[src/rtl/lsw_pkg.sv]
package lsw_pkg;

    parameter int LSW_PORTS = 8;

    // Lines carried from a terminal port toward a modem port
    typedef struct packed {
        logic txd;
        logic dtr;
        logic rts;
    } fwd_t;

    // Lines carried from a modem port back to a terminal port
    typedef struct packed {
        logic rxd;
        logic dsr;
        logic cts;
        logic cd;
    } ret_t;

    localparam fwd_t FWD_IDLE = '{txd: 1'b1, dtr: 1'b0, rts: 1'b0};
    localparam ret_t RET_IDLE = '{rxd: 1'b1, dsr: 1'b0, cts: 1'b0, cd: 1'b0};

    typedef enum logic {SIDE_A, SIDE_B} side_e;

    // Connection request test: A wants RTS high, B wants RTS low
    function automatic logic wants_side(side_e s, logic dtr, logic rts);
        return dtr && ((s == SIDE_A) ? rts : !rts);
    endfunction

endpackage

[src/rtl/lsw_scanner.sv]
module lsw_scanner
    import lsw_pkg::*;
#(
    parameter int    N    = LSW_PORTS,
    parameter side_e SIDE = SIDE_A,
    parameter int    W    = $clog2(N)
) (
    input  logic         clk,
    input  logic         rst,
    input  logic         tick,
    input  logic [N-1:0] dtr,
    input  logic [N-1:0] rts,
    input  logic         blocked,
    output logic [W-1:0] ptr,
    output logic         busy,
    output logic [W-1:0] idx
);

    logic req;

    // Pointer 0 wraps to the last port, p selects port p
    assign idx = ptr - W'(1);
    assign req = wants_side(SIDE, dtr[idx], rts[idx]);

    always_ff @(posedge clk) begin
        if (rst) begin
            ptr  <= '0;
            busy <= 1'b0;
        end else if (tick) begin
            if (busy) begin
                if (!dtr[idx]) busy <= 1'b0;
            end else if (req && !blocked) begin
                busy <= 1'b1;
            end else begin
                ptr <= ptr + W'(1);
            end
        end
    end

endmodule

[src/rtl/lsw_fwd_path.sv]
module lsw_fwd_path
    import lsw_pkg::*;
#(
    parameter int N = LSW_PORTS,
    parameter int W = $clog2(N)
) (
    input  logic         clk,
    input  logic         rst,
    input  logic         busy,
    input  logic [W-1:0] idx,
    input  logic [N-1:0] txd,
    input  logic [N-1:0] dtr,
    input  logic [N-1:0] rts,
    output fwd_t         fwd
);

    logic dtr_q;

    // Terminal ready goes out one stage after the other lines
    always_ff @(posedge clk) begin
        if (rst) dtr_q <= 1'b0;
        else     dtr_q <= busy && dtr[idx];
    end

    always_comb begin
        fwd = FWD_IDLE;
        if (busy) begin
            fwd.txd = txd[idx];
            fwd.rts = rts[idx];
        end
        fwd.dtr = dtr_q;
    end

endmodule

[src/rtl/lsw_ret_path.sv]
module lsw_ret_path
    import lsw_pkg::*;
#(
    parameter int N = LSW_PORTS,
    parameter int W = $clog2(N)
) (
    input  logic         busy_a,
    input  logic [W-1:0] idx_a,
    input  ret_t         ret_a,
    input  logic         busy_b,
    input  logic [W-1:0] idx_b,
    input  ret_t         ret_b,
    output logic [N-1:0] rxd,
    output logic [N-1:0] dsr,
    output logic [N-1:0] cts,
    output logic [N-1:0] cd
);

    for (genvar i = 0; i < N; i++) begin : g_port
        ret_t sel_r;
        always_comb begin
            if (busy_a && (idx_a == W'(i)))      sel_r = ret_a;
            else if (busy_b && (idx_b == W'(i))) sel_r = ret_b;
            else                                 sel_r = RET_IDLE;
        end
        assign rxd[i] = sel_r.rxd;
        assign dsr[i] = sel_r.dsr;
        assign cts[i] = sel_r.cts;
        assign cd[i]  = sel_r.cd;
    end

endmodule

[src/rtl/scan_line_switch.sv]
module scan_line_switch
    import lsw_pkg::*;
#(
    parameter int N_PORTS = LSW_PORTS,
    parameter int PW      = $clog2(N_PORTS),
    parameter int DW      = PW + 1
) (
    input  logic               clk,
    input  logic               rst,
    input  logic               scan_tick,
    input  logic [N_PORTS-1:0] term_txd,
    input  logic [N_PORTS-1:0] term_dtr,
    input  logic [N_PORTS-1:0] term_rts,
    output logic [N_PORTS-1:0] term_rxd,
    output logic [N_PORTS-1:0] term_dsr,
    output logic [N_PORTS-1:0] term_cts,
    output logic [N_PORTS-1:0] term_cd,
    input  logic               mdm_a_rxd,
    input  logic               mdm_a_dsr,
    input  logic               mdm_a_cts,
    input  logic               mdm_a_cd,
    input  logic               mdm_b_rxd,
    input  logic               mdm_b_dsr,
    input  logic               mdm_b_cts,
    input  logic               mdm_b_cd,
    output logic               mdm_a_txd,
    output logic               mdm_a_dtr,
    output logic               mdm_a_rts,
    output logic               mdm_b_txd,
    output logic               mdm_b_dtr,
    output logic               mdm_b_rts,
    output logic               a_disp_on,
    output logic [DW-1:0]      a_disp_num,
    output logic               b_disp_on,
    output logic [DW-1:0]      b_disp_num
);

    logic [PW-1:0] ptr_a, ptr_b, idx_a, idx_b;
    logic          busy_a, busy_b;
    logic          blk_a, blk_b;
    fwd_t          fwd_a, fwd_b;
    ret_t          ret_a, ret_b;

    // Interlock: a port held by one side is closed to the other
    assign blk_a = busy_b && (ptr_b == ptr_a);
    assign blk_b = busy_a && (ptr_a == ptr_b);

    lsw_scanner #(.N(N_PORTS), .SIDE(SIDE_A)) u_scan_a (
        .clk(clk), .rst(rst), .tick(scan_tick),
        .dtr(term_dtr), .rts(term_rts), .blocked(blk_a),
        .ptr(ptr_a), .busy(busy_a), .idx(idx_a)
    );

    lsw_scanner #(.N(N_PORTS), .SIDE(SIDE_B)) u_scan_b (
        .clk(clk), .rst(rst), .tick(scan_tick),
        .dtr(term_dtr), .rts(term_rts), .blocked(blk_b),
        .ptr(ptr_b), .busy(busy_b), .idx(idx_b)
    );

    lsw_fwd_path #(.N(N_PORTS)) u_fwd_a (
        .clk(clk), .rst(rst), .busy(busy_a), .idx(idx_a),
        .txd(term_txd), .dtr(term_dtr), .rts(term_rts), .fwd(fwd_a)
    );

    lsw_fwd_path #(.N(N_PORTS)) u_fwd_b (
        .clk(clk), .rst(rst), .busy(busy_b), .idx(idx_b),
        .txd(term_txd), .dtr(term_dtr), .rts(term_rts), .fwd(fwd_b)
    );

    assign ret_a = '{rxd: mdm_a_rxd, dsr: mdm_a_dsr, cts: mdm_a_cts, cd: mdm_a_cd};
    assign ret_b = '{rxd: mdm_b_rxd, dsr: mdm_b_dsr, cts: mdm_b_cts, cd: mdm_b_cd};

    lsw_ret_path #(.N(N_PORTS)) u_ret (
        .busy_a(busy_a), .idx_a(idx_a), .ret_a(ret_a),
        .busy_b(busy_b), .idx_b(idx_b), .ret_b(ret_b),
        .rxd(term_rxd), .dsr(term_dsr), .cts(term_cts), .cd(term_cd)
    );

    assign mdm_a_txd = fwd_a.txd;
    assign mdm_a_dtr = fwd_a.dtr;
    assign mdm_a_rts = fwd_a.rts;
    assign mdm_b_txd = fwd_b.txd;
    assign mdm_b_dtr = fwd_b.dtr;
    assign mdm_b_rts = fwd_b.rts;

    // Display numbering runs 1..N, pointer 0 shows N
    assign a_disp_on  = busy_a;
    assign b_disp_on  = busy_b;
    assign a_disp_num = !busy_a ? '0 : (ptr_a == '0) ? DW'(N_PORTS) : DW'(ptr_a);
    assign b_disp_num = !busy_b ? '0 : (ptr_b == '0) ? DW'(N_PORTS) : DW'(ptr_b);

endmodule

[config.mk]
export PLATFORM = sky130hd
export DESIGN_NAME = scan_line_switch
export DESIGN_NICKNAME = d
export VERILOG_FILES = /design/src/rtl/lsw_pkg.sv /design/src/rtl/lsw_scanner.sv /design/src/rtl/lsw_fwd_path.sv /design/src/rtl/lsw_ret_path.sv /design/src/rtl/scan_line_switch.sv
export SDC_FILE = /design/constraint.sdc
export NUM_CORES = 1
export LEC_CHECK = 0
export CAP_MARGIN = 20
export CORE_MARGIN = 2
export CORE_UTILIZATION = 41
export CTS_CLUSTER_SIZE = 10
export DETAILED_ROUTE_END_ITERATION = 8
export PLACE_DENSITY = 0.79
export SETUP_SLACK_MARGIN = 0.3
export SYNTH_ARGS = -nofsm -noshare
export SYNTH_HDL_FRONTEND = slang
export SYNTH_HIERARCHICAL = 1
export SYNTH_SLANG_ARGS = --single-unit
[constraint.sdc]
create_clock -name clk -period 2.5 [get_ports clk]
set_clock_uncertainty 0.05 [all_clocks]
set_input_delay 0.25 -clock clk [delete_from_list [all_inputs] [get_ports clk]]
set_output_delay 0.25 -clock clk [all_outputs]
set_load 0.005 [all_outputs]
==> results.cfg <==
[cts]
clock_latency_ns = 0.26
clockRootBuffer = clkbuf_8
path_clk_slew_ns = 0.06
cts.sinks = 10
numCtsBuffers = 3
clockBufferDepth = 2
cts_tree = built
hold_buffers = 0
htree_levels = 1

[timing]
slew_violations = 0
fin_setup_tns_ns = 0
tightest_slew_ns = 0.517
post-route-period-util = 0.979
min_period_ns = 2.45
finalHoldWorstSlack_ns = 0.586
hold_viol = 0
rsz0062_at_grt = yes
fmax_mhz = 409
setup_violations = 0
slew_headroom = 0.654
setup_ws_ns = 0.0536

[power]
p_leak_nw = 1.70
power_density_mw_per_mm2 = 1140
seqPwrFrac = 0.062
internal_power_mw = 2.44
vdd.ir_drop.worst_mv = 0.554
switching_share = 0.452
pwr-share-clk = 0.051
switchingPower_mw = 2.01
pwr-share-comb = 0.887

[yosys]
ys_types = 52
ys_ff_latch = 10
synth_flop_cell = dfxtp_1
syn_nets = 284
syn_area_sq_mm = 0.00214
synth_edf_count = 0
ys_seq_area_frac = 0.0936
synthArstFlopShare = 0
synth.avg_cell_area_sq_um = 8.73
synthCells = 245
yosys_warnings = 6

[final_layout]
fin_util = 0.770
num-nets-final = 420
layout-area-overhead-vs-synth_pct = 82.9
drive_gt1_frac = 0.524
n_antenna_cell = 0

[floorplanning]
ioPinCount = 83
dieWidth_microns = 76.2
rows = 26
start_util = 0.421
coreArea_sq_mm = 0.00507
die-height_microns = 76.2
fp.dieArea_sq_mm = 0.00581

[setup_path]
worst_path_largest_cell_delay_ns = 0.35
cp.depth = 10
path_buf_inv = 5
rr_startpoint = u_scan_a/ptr[0]$_SDFFE_PP0P_
crit_path_max_fanout = 5
critPathTopFamily = buffers and inverters
end_kind = output pin
r2r_slack_ns = 0.11
required_ns = 2.20
cp_cell_sequence = clkinvlp_4 -> ha_4 -> xor2_4 -> nor4bb_4 -> buf_4 -> buf_6 -> buf_6 -> nor3b_2 -> a21oi_1 -> dlygate4sd2_1
path_class = flop to output pin
r2r_end = u_scan_a/ptr[0]$_SDFFE_PP0P_
crit_path_top_delay_cell = dfxtp_2
critPathMostFrequentCell = buf_6
worstPathArrival_ns = 2.15
reg2reg_depth = 7
startpoint_type = flop

[grt]
globalRouteOverflowTotal = 0
grt_pass1_vias = 2624
antenna_found_initial = 0
track_usage = 0.264
grt_first_pass_wirelength_microns = 12800
grt_max_degree = 18

[worst_hold_path]
min_path_type = flop to flop
min_to = u_scan_b/ptr[1]$_SDFFE_PP0P_
hold_depth = 3
worstHoldStart = u_scan_b/ptr[1]$_SDFFE_PP0P_

[status]
status = completed

[routing]
vias_per_cell = 6.11
drt_iter0_markers = 268
wl_per_cell_microns = 20.9
ant_nets = 0
drtPass1Iterations = 5
routed_wl_microns = 9420
routed-via-count = 2751
drc = 0

[place]
post-place-ws_ns = 0.0765
dp_hpwl_microns = 4960
place_congestion = 0.900
port_buffers = 82

[run]
max_cap_viol_count = 0
## power groups by stage
stage	clock [mW]	combinational [mW]	sequential, mW
2_1_floorplan	0	1.86	0.284
3_3_place_gp	0	2.47	0.263
3_5_place_dp	0	2.53	0.265
4_1_cts	0.216	3.10	0.267
5_1_grt	0.228	4.14	0.283
6_report	0.225	3.95	0.277
## layout by cell type (no fill, tap or decap), types with 5 or more instances in the layout
master | Yosys | layout
clkdlybuf4s50_1 | 0 | 47
buf_4 | 2 | 34
buf_6 | 6 | 29
buf_2 | 8 | 24
nand2_1 | 34 | 22
mux2i_1 | 14 | 14
nor2_1 | 14 | 12
mux4_2 | 12 | 12
o31ai_2 | 0 | 11
nand2_2 | 0 | 11
and2b_1 | 8 | 8
nand2b_1 | 9 | 7
clkbuf_2 | 0 | 6
inv_1 | 10 | 6
dfxtp_2 | 0 | 6
and2_1 | 6 | 5
nand3b_1 | 5 | 5
nand3_1 | 5 | 5
mux2_2 | 5 | 5
o31ai_1 | 19 | 5
a21oi_2 | 0 | 5
## state kept, by name, indices dropped and copies added (netlist names)
register / count
u_fwd_b/dtr_q: 1
u_scan_b/ptr: 3
u_scan_b/busy: 1
u_scan_a/ptr: 3
u_scan_a/busy: 1
u_fwd_a/dtr_q: 1
## metrics by stage
| step | power [mW] | std cells | instance area [sq um] |
|---|---|---|---|
| 3_3_place_gp | 2.73 | 392 | 3070 |
| 6_report | 4.46 | 450 | 3910 |
| 4_1_cts | 3.59 | 427 | 3480 |
| 2_1_floorplan | 2.14 | 245 | 2190 |
| 5_1_grt | 4.65 | 450 | 3910 |
| 3_5_place_dp | 2.79 | 392 | 3070 |
## repair_timing
action / CTS / global route
pin swaps: 14 / 24
endpoints found under the setup margin: 39 / 42
cloned: 2 / 2
gates resized for setup: 132 / 100
buffers inserted: 29 / 21
## cells in the mapped netlist (all sizes together) (5+ instances only)
| cell type | n | area, sq um |
|---|---|---|
| mux2i | 14 | 140 |
| and2 | 7 | 45.1 |
| nor4b | 6 | 82.6 |
| and2b | 9 | 68.8 |
| nand3 | 5 | 25.0 |
| nand2 | 34 | 128 |
| o31ai | 19 | 143 |
| nor2 | 15 | 58.8 |
| nand2b | 9 | 56.3 |
| xor2 | 5 | 43.8 |
| nor4 | 5 | 31.3 |
| mux4 | 16 | 375 |
| inv | 11 | 41.3 |
| mux2 | 6 | 67.6 |
| buf | 21 | 164 |
| nand3b | 5 | 37.5 |
| a21oi | 9 | 45.0 |
| dfxtp | 10 | 200 |
## routing by layer
| layer | GRT usage | up-vias | routed length (microns) |
|---|---|---|---|
| met5 | 0 | - | 0 |
| met4 | 0.138 | 0 | 526 |
| met3 | 0.0415 | 38 | 586 |
| met2 | 0.463 | 194 | 4760 |
| met1 | 0.311 | 1315 | 3550 |
| li1 | - | 1204 | - |
## final cells by class
class | instances | area, sq um
multi-input combinational | 204 | 2120
timing repair buffer | 150 | 1370
timing repair inverter | 1 | 6.26
clock buffer | 4 | 55.1
inverter | 11 | 60.1
fill | 315 | 1160
sequential | 10 | 208
tap | 70 | 87.6
## logic make-up after synthesis
group,Yosys count,share of synthesized area
AO/OA/AOI/OAI,45,0.168
adder cells (fa/ha/maj),4,0.0234
XOR/XNOR,6,0.0246
AND/OR/NAND/NOR,112,0.322
multiplexers,36,0.273
buffers and inverters,32,0.0960
flip-flops,10,0.0936
## worst reg2reg max path: stages (launching register included)
cell and delay (ns):
dfxtp_2 0.35, clkinvlp_4 0.11, ha_4 0.34, buf_6 0.14, mux4_2 0.32, and4b_2 0.28
nor4b_4 0.36, mux2_4 0.33
## worst max-delay path by stage
stage	startpoint	end	slack [ns]
after global routing	u_scan_a/ptr[0]$_SDFFE_PP0P_	term_rxd[4]	-0.05
final	u_scan_a/ptr[0]$_SDFFE_PP0P_	term_rxd[4]	0.05
after floorplan	u_scan_a/ptr[0]$_SDFFE_PP0P_	u_scan_a/ptr[0]$_SDFFE_PP0P_	0.18
after CTS	u_scan_a/ptr[0]$_SDFFE_PP0P_	term_cts[6]	0.06
after global placement	u_scan_a/ptr[0]$_SDFFE_PP0P_	term_rxd[1]	0.13
after detailed placement	u_scan_a/ptr[0]$_SDFFE_PP0P_	term_rxd[1]	0.08
Power figures use the tool's default switching activity.
